$ cat config.mk
export PLATFORM = sky130hd
export DESIGN_NAME = idx_regfile
export DESIGN_NICKNAME = d
export VERILOG_FILES = /design/src/rtl/idx_pkg.sv /design/src/rtl/idx_update.sv /design/src/rtl/idx_bank.sv /design/src/rtl/idx_regfile.sv
export SDC_FILE = /design/constraint.sdc
export NUM_CORES = 2
export LEC_CHECK = 0
export ABC_CLOCK_PERIOD_IN_PS = 8100
export BUFFER_PORTS_ARGS = -buffer_cell sky130_fd_sc_hd__buf_2
export CORE_ASPECT_RATIO = 0.75
export CORE_MARGIN = 5
export CORE_UTILIZATION = 50
export CTS_CLUSTER_SIZE = 10
export DETAILED_ROUTE_END_ITERATION = 6
export PLACE_DENSITY_LB_ADDON = 0.12
export SLEW_MARGIN = 0
export SYNTH_ARGS = -nofsm -noshare
export SYNTH_HDL_FRONTEND = slang
export SYNTH_HIERARCHICAL = 1
export SYNTH_SLANG_ARGS = --single-unit
$ cat constraint.sdc
create_clock -name clk -period 8.1 [get_ports clk]
set_clock_uncertainty 0.15 [all_clocks]
set_input_delay 1.62 -clock clk [delete_from_list [all_inputs] [get_ports clk]]
set_output_delay 1.62 -clock clk [all_outputs]
set_load 0.005 [all_outputs]
$ cat src/rtl/idx_pkg.sv
package idx_pkg;

  typedef enum logic [4:0] {
    OP_NOP   = 5'd0,
    OP_POST  = 5'd1,
    OP_MADD  = 5'd2,
    OP_MSUB  = 5'd3,
    OP_CNEG  = 5'd4,
    OP_CDEC  = 5'd5,
    OP_IP1   = 5'd6,
    OP_IM1   = 5'd7,
    OP_IP2   = 5'd8,
    OP_IM2   = 5'd9,
    OP_WC    = 5'd10,
    OP_WI    = 5'd11,
    OP_WM    = 5'd12,
    OP_WALL  = 5'd13,
    OP_RWC   = 5'd14,
    OP_RWI   = 5'd15,
    OP_RWM   = 5'd16,
    OP_CPC   = 5'd17,
    OP_CPI   = 5'd18,
    OP_CPM   = 5'd19,
    OP_CPCI  = 5'd20,
    OP_CPCM  = 5'd21,
    OP_CPIM  = 5'd22,
    OP_CPALL = 5'd23,
    OP_AC    = 5'd24,
    OP_AI    = 5'd25,
    OP_AM    = 5'd26,
    OP_AALL  = 5'd27
  } idx_op_e;

  typedef enum logic [1:0] {
    RF_CNT = 2'd0,
    RF_INC = 2'd1,
    RF_MOD = 2'd2,
    RF_ALL = 2'd3
  } idx_rf_e;

endpackage

$ cat src/rtl/idx_update.sv
module idx_update
  import idx_pkg::*;
#(
  parameter int FW = 16,
  localparam int WW = 3 * FW
) (
  input  logic [4:0]    op,
  input  logic [WW-1:0] src,
  input  logic [WW-1:0] dst,
  input  logic [WW-1:0] wval,
  output logic          we,
  output logic          to_dst,
  output logic [WW-1:0] nxt
);

  logic [FW-1:0] sc, si, sm, dc, di, dm, w16;
  logic [FW-1:0] nc, ni, nm;
  logic [2:0]    cmask;   // {counter, increment, modifier}

  always_comb begin
    sc  = src[WW-1:2*FW];
    si  = src[2*FW-1:FW];
    sm  = src[FW-1:0];
    dc  = dst[WW-1:2*FW];
    di  = dst[2*FW-1:FW];
    dm  = dst[FW-1:0];
    w16 = wval[FW-1:0];
    nc = sc;
    ni = si;
    nm = sm;
    we = 1'b1;
    to_dst = 1'b0;
    cmask = 3'b000;
    case (op)
      OP_POST:  begin nc = sc - FW'(1); nm = sm + si; end
      OP_MADD:  nm = sm + si;
      OP_MSUB:  nm = sm - si;
      OP_CNEG:  nc = FW'(0) - sc;
      OP_CDEC:  nc = sc - FW'(1);
      OP_IP1:   ni = FW'(1);
      OP_IM1:   ni = FW'(0) - FW'(1);
      OP_IP2:   ni = FW'(2);
      OP_IM2:   ni = FW'(0) - FW'(2);
      OP_WC:    nc = w16;
      OP_WI:    ni = w16;
      OP_WM:    nm = w16;
      OP_WALL:  begin nc = wval[WW-1:2*FW]; ni = wval[2*FW-1:FW]; nm = wval[FW-1:0]; end
      OP_RWC:   begin nc = w16;    ni = FW'(1); nm = '0;  end
      OP_RWI:   begin nc = '0;     ni = w16;    nm = '0;  end
      OP_RWM:   begin nc = '0;     ni = FW'(1); nm = w16; end
      OP_CPC:   cmask = 3'b100;
      OP_CPI:   cmask = 3'b010;
      OP_CPM:   cmask = 3'b001;
      OP_CPCI:  cmask = 3'b110;
      OP_CPCM:  cmask = 3'b101;
      OP_CPIM:  cmask = 3'b011;
      OP_CPALL: cmask = 3'b111;
      OP_AC:    nc = sc + w16;
      OP_AI:    ni = si + w16;
      OP_AM:    nm = sm + w16;
      OP_AALL:  begin
        nc = sc + wval[WW-1:2*FW];
        ni = si + wval[2*FW-1:FW];
        nm = sm + wval[FW-1:0];
      end
      default:  we = 1'b0;
    endcase
    if (cmask != 3'b000) begin
      to_dst = 1'b1;
      nc = cmask[2] ? sc : dc;
      ni = cmask[1] ? si : di;
      nm = cmask[0] ? sm : dm;
    end
    nxt = {nc, ni, nm};
  end

endmodule

$ cat src/rtl/idx_bank.sv
module idx_bank #(
  parameter int NREG = 16,
  parameter int FW   = 16,
  localparam int AW  = $clog2(NREG),
  localparam int WW  = 3 * FW
) (
  input  logic                     clk,
  input  logic                     rst_n,
  input  logic                     we,
  input  logic [AW-1:0]            waddr,
  input  logic [WW-1:0]            wdata,
  output logic [NREG-1:0][WW-1:0]  regs
);

  assign regs[0] = '0;

  for (genvar g = 1; g < NREG; g++) begin : g_reg
    always_ff @(posedge clk or negedge rst_n) begin
      if (!rst_n)
        regs[g] <= '0;
      else if (we && waddr == AW'(g))
        regs[g] <= wdata;
    end
  end

  // an accepted write to a non-zero register is visible one edge later
  assert_write_lands_R7: assert property (@(posedge clk) disable iff (!rst_n)
    (we && waddr != '0) |=> regs[$past(waddr)] == $past(wdata));

endmodule

$ cat src/rtl/idx_regfile.sv
module idx_regfile
  import idx_pkg::*;
#(
  parameter int NREG = 16,
  parameter int FW   = 16,
  localparam int AW  = $clog2(NREG),
  localparam int WW  = 3 * FW
) (
  input  logic          clk,
  input  logic          rst_n,
  input  logic          op_en,
  input  logic [4:0]    op_code,
  input  logic [AW-1:0] sel_q,
  input  logic [AW-1:0] sel_qd,
  input  logic [WW-1:0] wr_data,
  input  logic [1:0]    rd_field,
  output logic [FW-1:0] mod_out,
  output logic          cnt_zero,
  output logic [WW-1:0] rd_data
);

  logic [NREG-1:0][WW-1:0] regs;
  logic [WW-1:0] src, dst, nxt;
  logic          upd_we, to_dst;
  logic [AW-1:0] tgt;
  logic          bank_we;

  assign src = regs[sel_q];
  assign dst = regs[sel_qd];

  idx_update #(.FW(FW)) u_update (
    .op     (op_code),
    .src    (src),
    .dst    (dst),
    .wval   (wr_data),
    .we     (upd_we),
    .to_dst (to_dst),
    .nxt    (nxt)
  );

  assign tgt     = to_dst ? sel_qd : sel_q;
  assign bank_we = op_en && upd_we && (tgt != '0);

  idx_bank #(.NREG(NREG), .FW(FW)) u_bank (
    .clk   (clk),
    .rst_n (rst_n),
    .we    (bank_we),
    .waddr (tgt),
    .wdata (nxt),
    .regs  (regs)
  );

  assign mod_out  = src[FW-1:0];
  assign cnt_zero = (src[WW-1:2*FW] == '0);

  always_comb begin
    case (rd_field)
      RF_CNT:  rd_data = {{(2*FW){1'b0}}, src[WW-1:2*FW]};
      RF_INC:  rd_data = {{(2*FW){1'b0}}, src[2*FW-1:FW]};
      RF_MOD:  rd_data = {{(2*FW){1'b0}}, src[FW-1:0]};
      default: rd_data = src;
    endcase
  end

  // post-update steps counter down and modifier by the increment together
  assert_post_update_R3: assert property (@(posedge clk) disable iff (!rst_n)
    (op_en && op_code == OP_POST && sel_q != '0) |=>
      (regs[$past(sel_q)][WW-1:2*FW] == $past(src[WW-1:2*FW]) - FW'(1)) &&
      (regs[$past(sel_q)][FW-1:0] == $past(src[FW-1:0]) + $past(src[2*FW-1:FW])));

  // decrementing a zero counter wraps to all ones
  assert_dec_wrap_R5: assert property (@(posedge clk) disable iff (!rst_n)
    (op_en && op_code == OP_CDEC && sel_q != '0 && cnt_zero) |=>
      (regs[$past(sel_q)][WW-1:2*FW] == {FW{1'b1}}));

  // full copy makes the destination equal to the source
  assert_copy_all_R9: assert property (@(posedge clk) disable iff (!rst_n)
    (op_en && op_code == OP_CPALL && sel_qd != '0) |=>
      (regs[$past(sel_qd)] == $past(src)));

  // no enable, no change
  assert_hold_idle_R12: assert property (@(posedge clk) disable iff (!rst_n)
    !op_en |=> $stable(regs));

endmodule

---- Word level (Yosys, flattened, before mapping) ----
Cells that the tools add are included.
storage, ports and cells
  word-level logic and storage cells ...... 119
  bits in registers ....................... 720
  input port bits ......................... 66
operators by class
  reduce and logical (&&, ||, !) cells .... 31
  equal/unequal tests ..................... 44
  $lt $le $gt $ge ......................... 2
  $add $sub $neg .......................... 9
  muxes and demuxes ....................... 18
operator list
  kind                                                  number
  binary-select mux 48 bit (select 4 bit)               2
  case mux 48 bit (3 select lines)                      1
  case mux 16 bit (8 select lines)                      1
  case mux 16 bit (7 select lines)                      1
  adder 16 bit                                          6
  two-way mux 16 bit                                    6
  two-way mux 48 bit                                    2
  case mux 16 bit (5 select lines)                      1
  equality test 5 bit (second input constant)           12
  equality test 5 x 4 -> 1 bit (second input constant)  8
  equality test 4 bit (second input constant)           8
  OR reduction 27 bit                                   1
  case mux 3 bit (7 select lines)                       1
  equality test 5 x 3 -> 1 bit (second input constant)  4
  logical AND 1 bit                                     17
  equality test 4 x 3 -> 1 bit (second input constant)  4
  zero test 16 bit                                      1
  subtractor 1 x 16 -> 16 bit (first input constant)    1
  subtractor 16 x 1 -> 16 bit (second input constant)   1
  subtractor 16 bit                                     1
  OR reduction 2 bit                                    7
  equality test 5 x 2 -> 1 bit (second input constant)  2
  < comparator 4 x 5 -> 1 bit (second input constant)   2
  equality test 4 x 2 -> 1 bit (second input constant)  2
  10 further kinds                                      12

---- Longest topological paths before layout ----
  depth in word-level cells ............... 8
  mapped depth ............................ 23

---- Cells and area by module ----
Netlist, hierarchy kept.
by module, submodules not included
  module       cells each  instances  sequential area each (sq um)  area each (sq um)
  idx_bank     1634        1          18017.3                       27372.5
  idx_regfile  802         1          0.0                           12478.2
  idx_update   771         1          0.0                           5242.5

---- Least setup slack after synthesis ----
Ideal clock, no wire load.
  path type ............................... in2reg
  from .................................... input port sel_q[1]
  to ...................................... register u_bank/regs[159] in the netlist's numbering
  arrival ................................. 6.350 ns
  setup slack ............................. 1.475 ns
  library setup time ...................... 0.125 ns
  stages .................................. 20
  data required time ...................... 7.825 ns
  path through ............................ buf_4 > clkbuf_1 > mux4_2 > mux4_2 > inv_1 > ha_1 > nor3b_1 > nand3_1 > or3_1 > nor3b_1 > a221o_1 > ha_1 > a21o_1 > a211o_1 > o22a_1 > o21ai_0 > xnor2_1 > o221ai_1 > clkbuf_1 > mux2_2
on the way
  longest elaborated chain between the ends .. 5
  elaborated cells between the ends (all ways) .. 13
RTL lines
  element                                                   RTL line                                              source
  start: declaration                                        idx_regfile.sv:13                                     input logic [AW-1:0] sel_q,
  binary-select mux 48 bit (select 4 bit) (*)               idx_regfile.sv:28                                     assign src = regs[sel_q];
  two-way mux 48 bit (implied by the code) (*)              idx_regfile.sv:28
  via src[17]                                               idx_regfile.sv:23                                     logic [WW-1:0] src, dst, nxt;
  subtractor 16 bit / adder 16 bit (equally long branches)  idx_update.sv:37, idx_update.sv:35, idx_update.sv:36
  case mux 16 bit (5 select lines) (*)                      idx_update.sv:34                                      case (op)
  two-way mux 16 bit (*)                                    idx_update.sv:68                                      if (cmask != 3'b000) begin
  via nxt[15]                                               idx_regfile.sv:23
  end signal: indexed assignment                            idx_bank.sv:22                                        regs[g] <= wdata;
  end: declaration                                          idx_bank.sv:12                                        output logic [NREG-1:0][WW-1:0] regs
The timed path passes the listed nets; every way through them passes the cells marked *. The select of a mux whose other input is x is not followed.
A chain may end at the register's enable or synchronous reset.

---- Worst setup path after layout ----
  from .................................... input port sel_q[0]
  to ...................................... register u_bank/regs[638] in the netlist's numbering
Same word-level chain as after synthesis.

==> run metrics <==
synthesized instance count=3207; final-stage net count=3357; clock buffer depth=3; final wirelength=151 mm; largest reg by FF count=u_bank/regs; initial drt markers=3675; Most Crowded Layer GR=met1; switch share=35.0%; Vias=31200; Hold WS=0.367 ns; Die Width=357 um; layout cell share with drive strength beyond 1=48.3%; status=finished, violations left; Switch Pwr=0.00583 W; Tot Pwr=0.0166 W; Worst slew margin=7.82%; Top Registers=u_bank/regs: 720 flops; max-cap violations=0; final hold violations=0; post-synth cell types=80; kind of end point of the critical path=flip-flop; Post-Syn Area=45100 um2; Slew @ Worst Pin=1.38 ns; violated checks=design-rule violations; Max Freq=140 MHz; cell family with most CP delay=compound AO/OA/AOI/OAI gates; Die Ht=270 um; crit path launch type=primary input; I/O Pins=131; met3 usage=10.0%; crit path time final=7.14 ns; Die Footprint=96400 um2; part of the power in registers=38.4%; number of flip-flops in the largest register=720; port buffer count=130; Yosys warnings=6; Slew Limit Fails=0; Core ar.=89500 um2; cell area power density=339 nW/um2; Final Cell Area=49100 um2; final setup fails=0; RSZ-0062 raised after global routing=false; global-route wire length before repair=224 mm; Max FO, Critical Path=38; Primary FF master, synth=dfrtp_1; Seq cells post-synth=720; Int Pwr=0.0108 W; Starting Density=50.4%; Logic pwr share=41.4%; clk_lat worst skew=0.65 ns; Worst Path Arrival=7.57 ns; leakage=20.8 nW; DRC errors left=2; critical path cell sequence=buf_8 > mux4_2 > mux4_2 > inv_1 > ha_1 > nor3b_1 > nand2_1 > nor3_1 > nor3_1 > a221o_1 > ha_1 > and2_1 > a221o_1 > a311oi_1 > o21ai_0 > xnor2_1 > o22ai_1 > mux2_2; GPL Wtd Cong=0.949; initial antenna violation count=11; Clock transition at path regs=0.06 ns; area grow syn2layout=8.82%; placed cell area=46800 um2; # Post-CTS Setup Buffers=0; setup_tns=0 ns; CTS H-Tree Depth=3; Crit path largest cell delay=0.89 ns; CTS Sinks=720; worst min path class=reg2reg; post-route ant nets=0; Clock power frac=20.1%; GRT Overall Usage=31.4%; final worst-path cycle share=88.2%; worst setup path class=in2reg; PostCTS Resize Cnt=0; Post-CTS Hold Fix Bufs=0; ys async rst share=100%; GRT overflow=0; CP bufs+invs=2; syn_area_per_cell=14.1 um2; grt met2 use=44.5%; vias in the first global route=32200; largest net degree at the start of global routing=180; CTS tree=built; DR WL/cell=33.8 um; root buffer cell=clkbuf_16; Num CTS Buffers=83; Cell Rows=95; Post-DP HPWL=97.4 mm; peak supply drop=0.000174 V; Required @ worst endpoint=8.52 ns; drt first pass iters=7; Via density=6.98; Post-synth EDFFs=0; CP max stage cell=o22ai_1; Seq/Total Area, Yosys=40.0%; met1 Use GR=46.3%
[metrics by stage]
stage          instances  utilization [%]  worst slack (ns)
5_1_grt             4464             54.8             0.602
3_3_place_gp        4362             52.3             0.561
4_1_cts             4463             54.8              1.11
2_1_floorplan       3254                -              1.48
6_report            4468             54.8             0.956
3_5_place_dp        4362             52.3             0.454
[metal layers]
layer	vias up	share of wire, %
li1	12500	-
met1	16700	42
met3	296	12
met5	-	0.014
met2	1650	43
met4	4	3.4
[final timing paths]
path	startpoint	end	slack [ns]	cells after the start
min	u_bank/regs[614]$_DFFE_PN0P_	u_bank/regs[614]$_DFFE_PN0P_	0.37	1
min in group asynchronous	rst_n	u_bank/regs[71]$_DFFE_PN0P_	0.92	1
max	sel_q[0]	u_bank/regs[638]$_DFFE_PN0P_	0.96	18
min reg2reg	u_bank/regs[614]$_DFFE_PN0P_	u_bank/regs[614]$_DFFE_PN0P_	0.37	1
max reg2reg	u_bank/regs[737]$_DFFE_PN0P_	u_bank/regs[638]$_DFFE_PN0P_	2.03	17
max in group asynchronous	rst_n	u_bank/regs[720]$_DFFE_PN0P_	5.22	2
[power groups by stage]
| stage | registers, W | clock network (W) | logic [W] |
|---|---|---|---|
| after floorplan | 0.00598 | 0 | 0.00504 |
| after global placement | 0.00622 | 0 | 0.00658 |
| after detailed placement | 0.00641 | 0 | 0.00674 |
| after CTS | 0.00636 | 0.00342 | 0.00677 |
| after global routing | 0.00659 | 0.00356 | 0.00730 |
| final | 0.00639 | 0.00335 | 0.00689 |
[area by class of cell]
type                       count  area [um2]
sequential                   720       18000
multi-input combinational   2151       25400
clock inverter                 8         103
antenna                        5        12.5
fill                        7287       40400
tap                         1212        1520
clock buffer                  93        2140
inverter                      31         116
timing repair buffer         248        1800
[cells in the mapped netlist, drive strengths merged, types with 14 or more instances]
library cell | n | area (um2)
nand3 | 22 | 110
ha | 53 | 663
a221oi | 40 | 369
dfrtp | 720 | 18000
a21oi | 76 | 380
mux2 | 766 | 8780
clkbuf | 119 | 448
buf | 233 | 1450
o21ai | 63 | 315
nor3 | 27 | 140
inv | 30 | 113
nor2 | 83 | 312
a221o | 20 | 200
nor2b | 40 | 250
mux2i | 64 | 641
xnor2 | 32 | 280
o22ai | 43 | 269
a22oi | 28 | 210
mux4 | 450 | 10100
nand2b | 14 | 87.6
a21o | 21 | 158
nand2 | 91 | 344
xor2 | 14 | 123
[cell usage in the layout, fill, tap and decap left out, drive strengths merged, types with 9 or more instances in the layout]
cell and instances:
nand2b 14, ha 53, mux2 766, a211oi 11, mux2i 64, a221oi 40
nor2b 40, a31oi 12, o21ai 63, a222oi 11, dfrtp 720, nor3 27
o22ai 43, clkbuf 94, a22oi 28, a21o 21, a21oi 76, nor2 83
conb 48, nand3 22, inv 34, buf 247, a221o 20, nand2 91
xnor2 32, or3 13, mux4 450, xor2 14, nor4 9
[logic make-up after synthesis]
logic type / Yosys count / share of synthesized area (%)
AO/OA/AOI/OAI: 378 / 5.88
other: 1 / 0.00832
flip-flops: 720 / 40.0
adder cells (fa/ha/maj): 57 / 1.63
multiplexers: 1280 / 43.4
AND/OR/NAND/NOR: 342 / 3.82
buffers and inverters: 383 / 4.46
XOR/XNOR: 46 / 0.893
(Power assumes the default switching activity.)
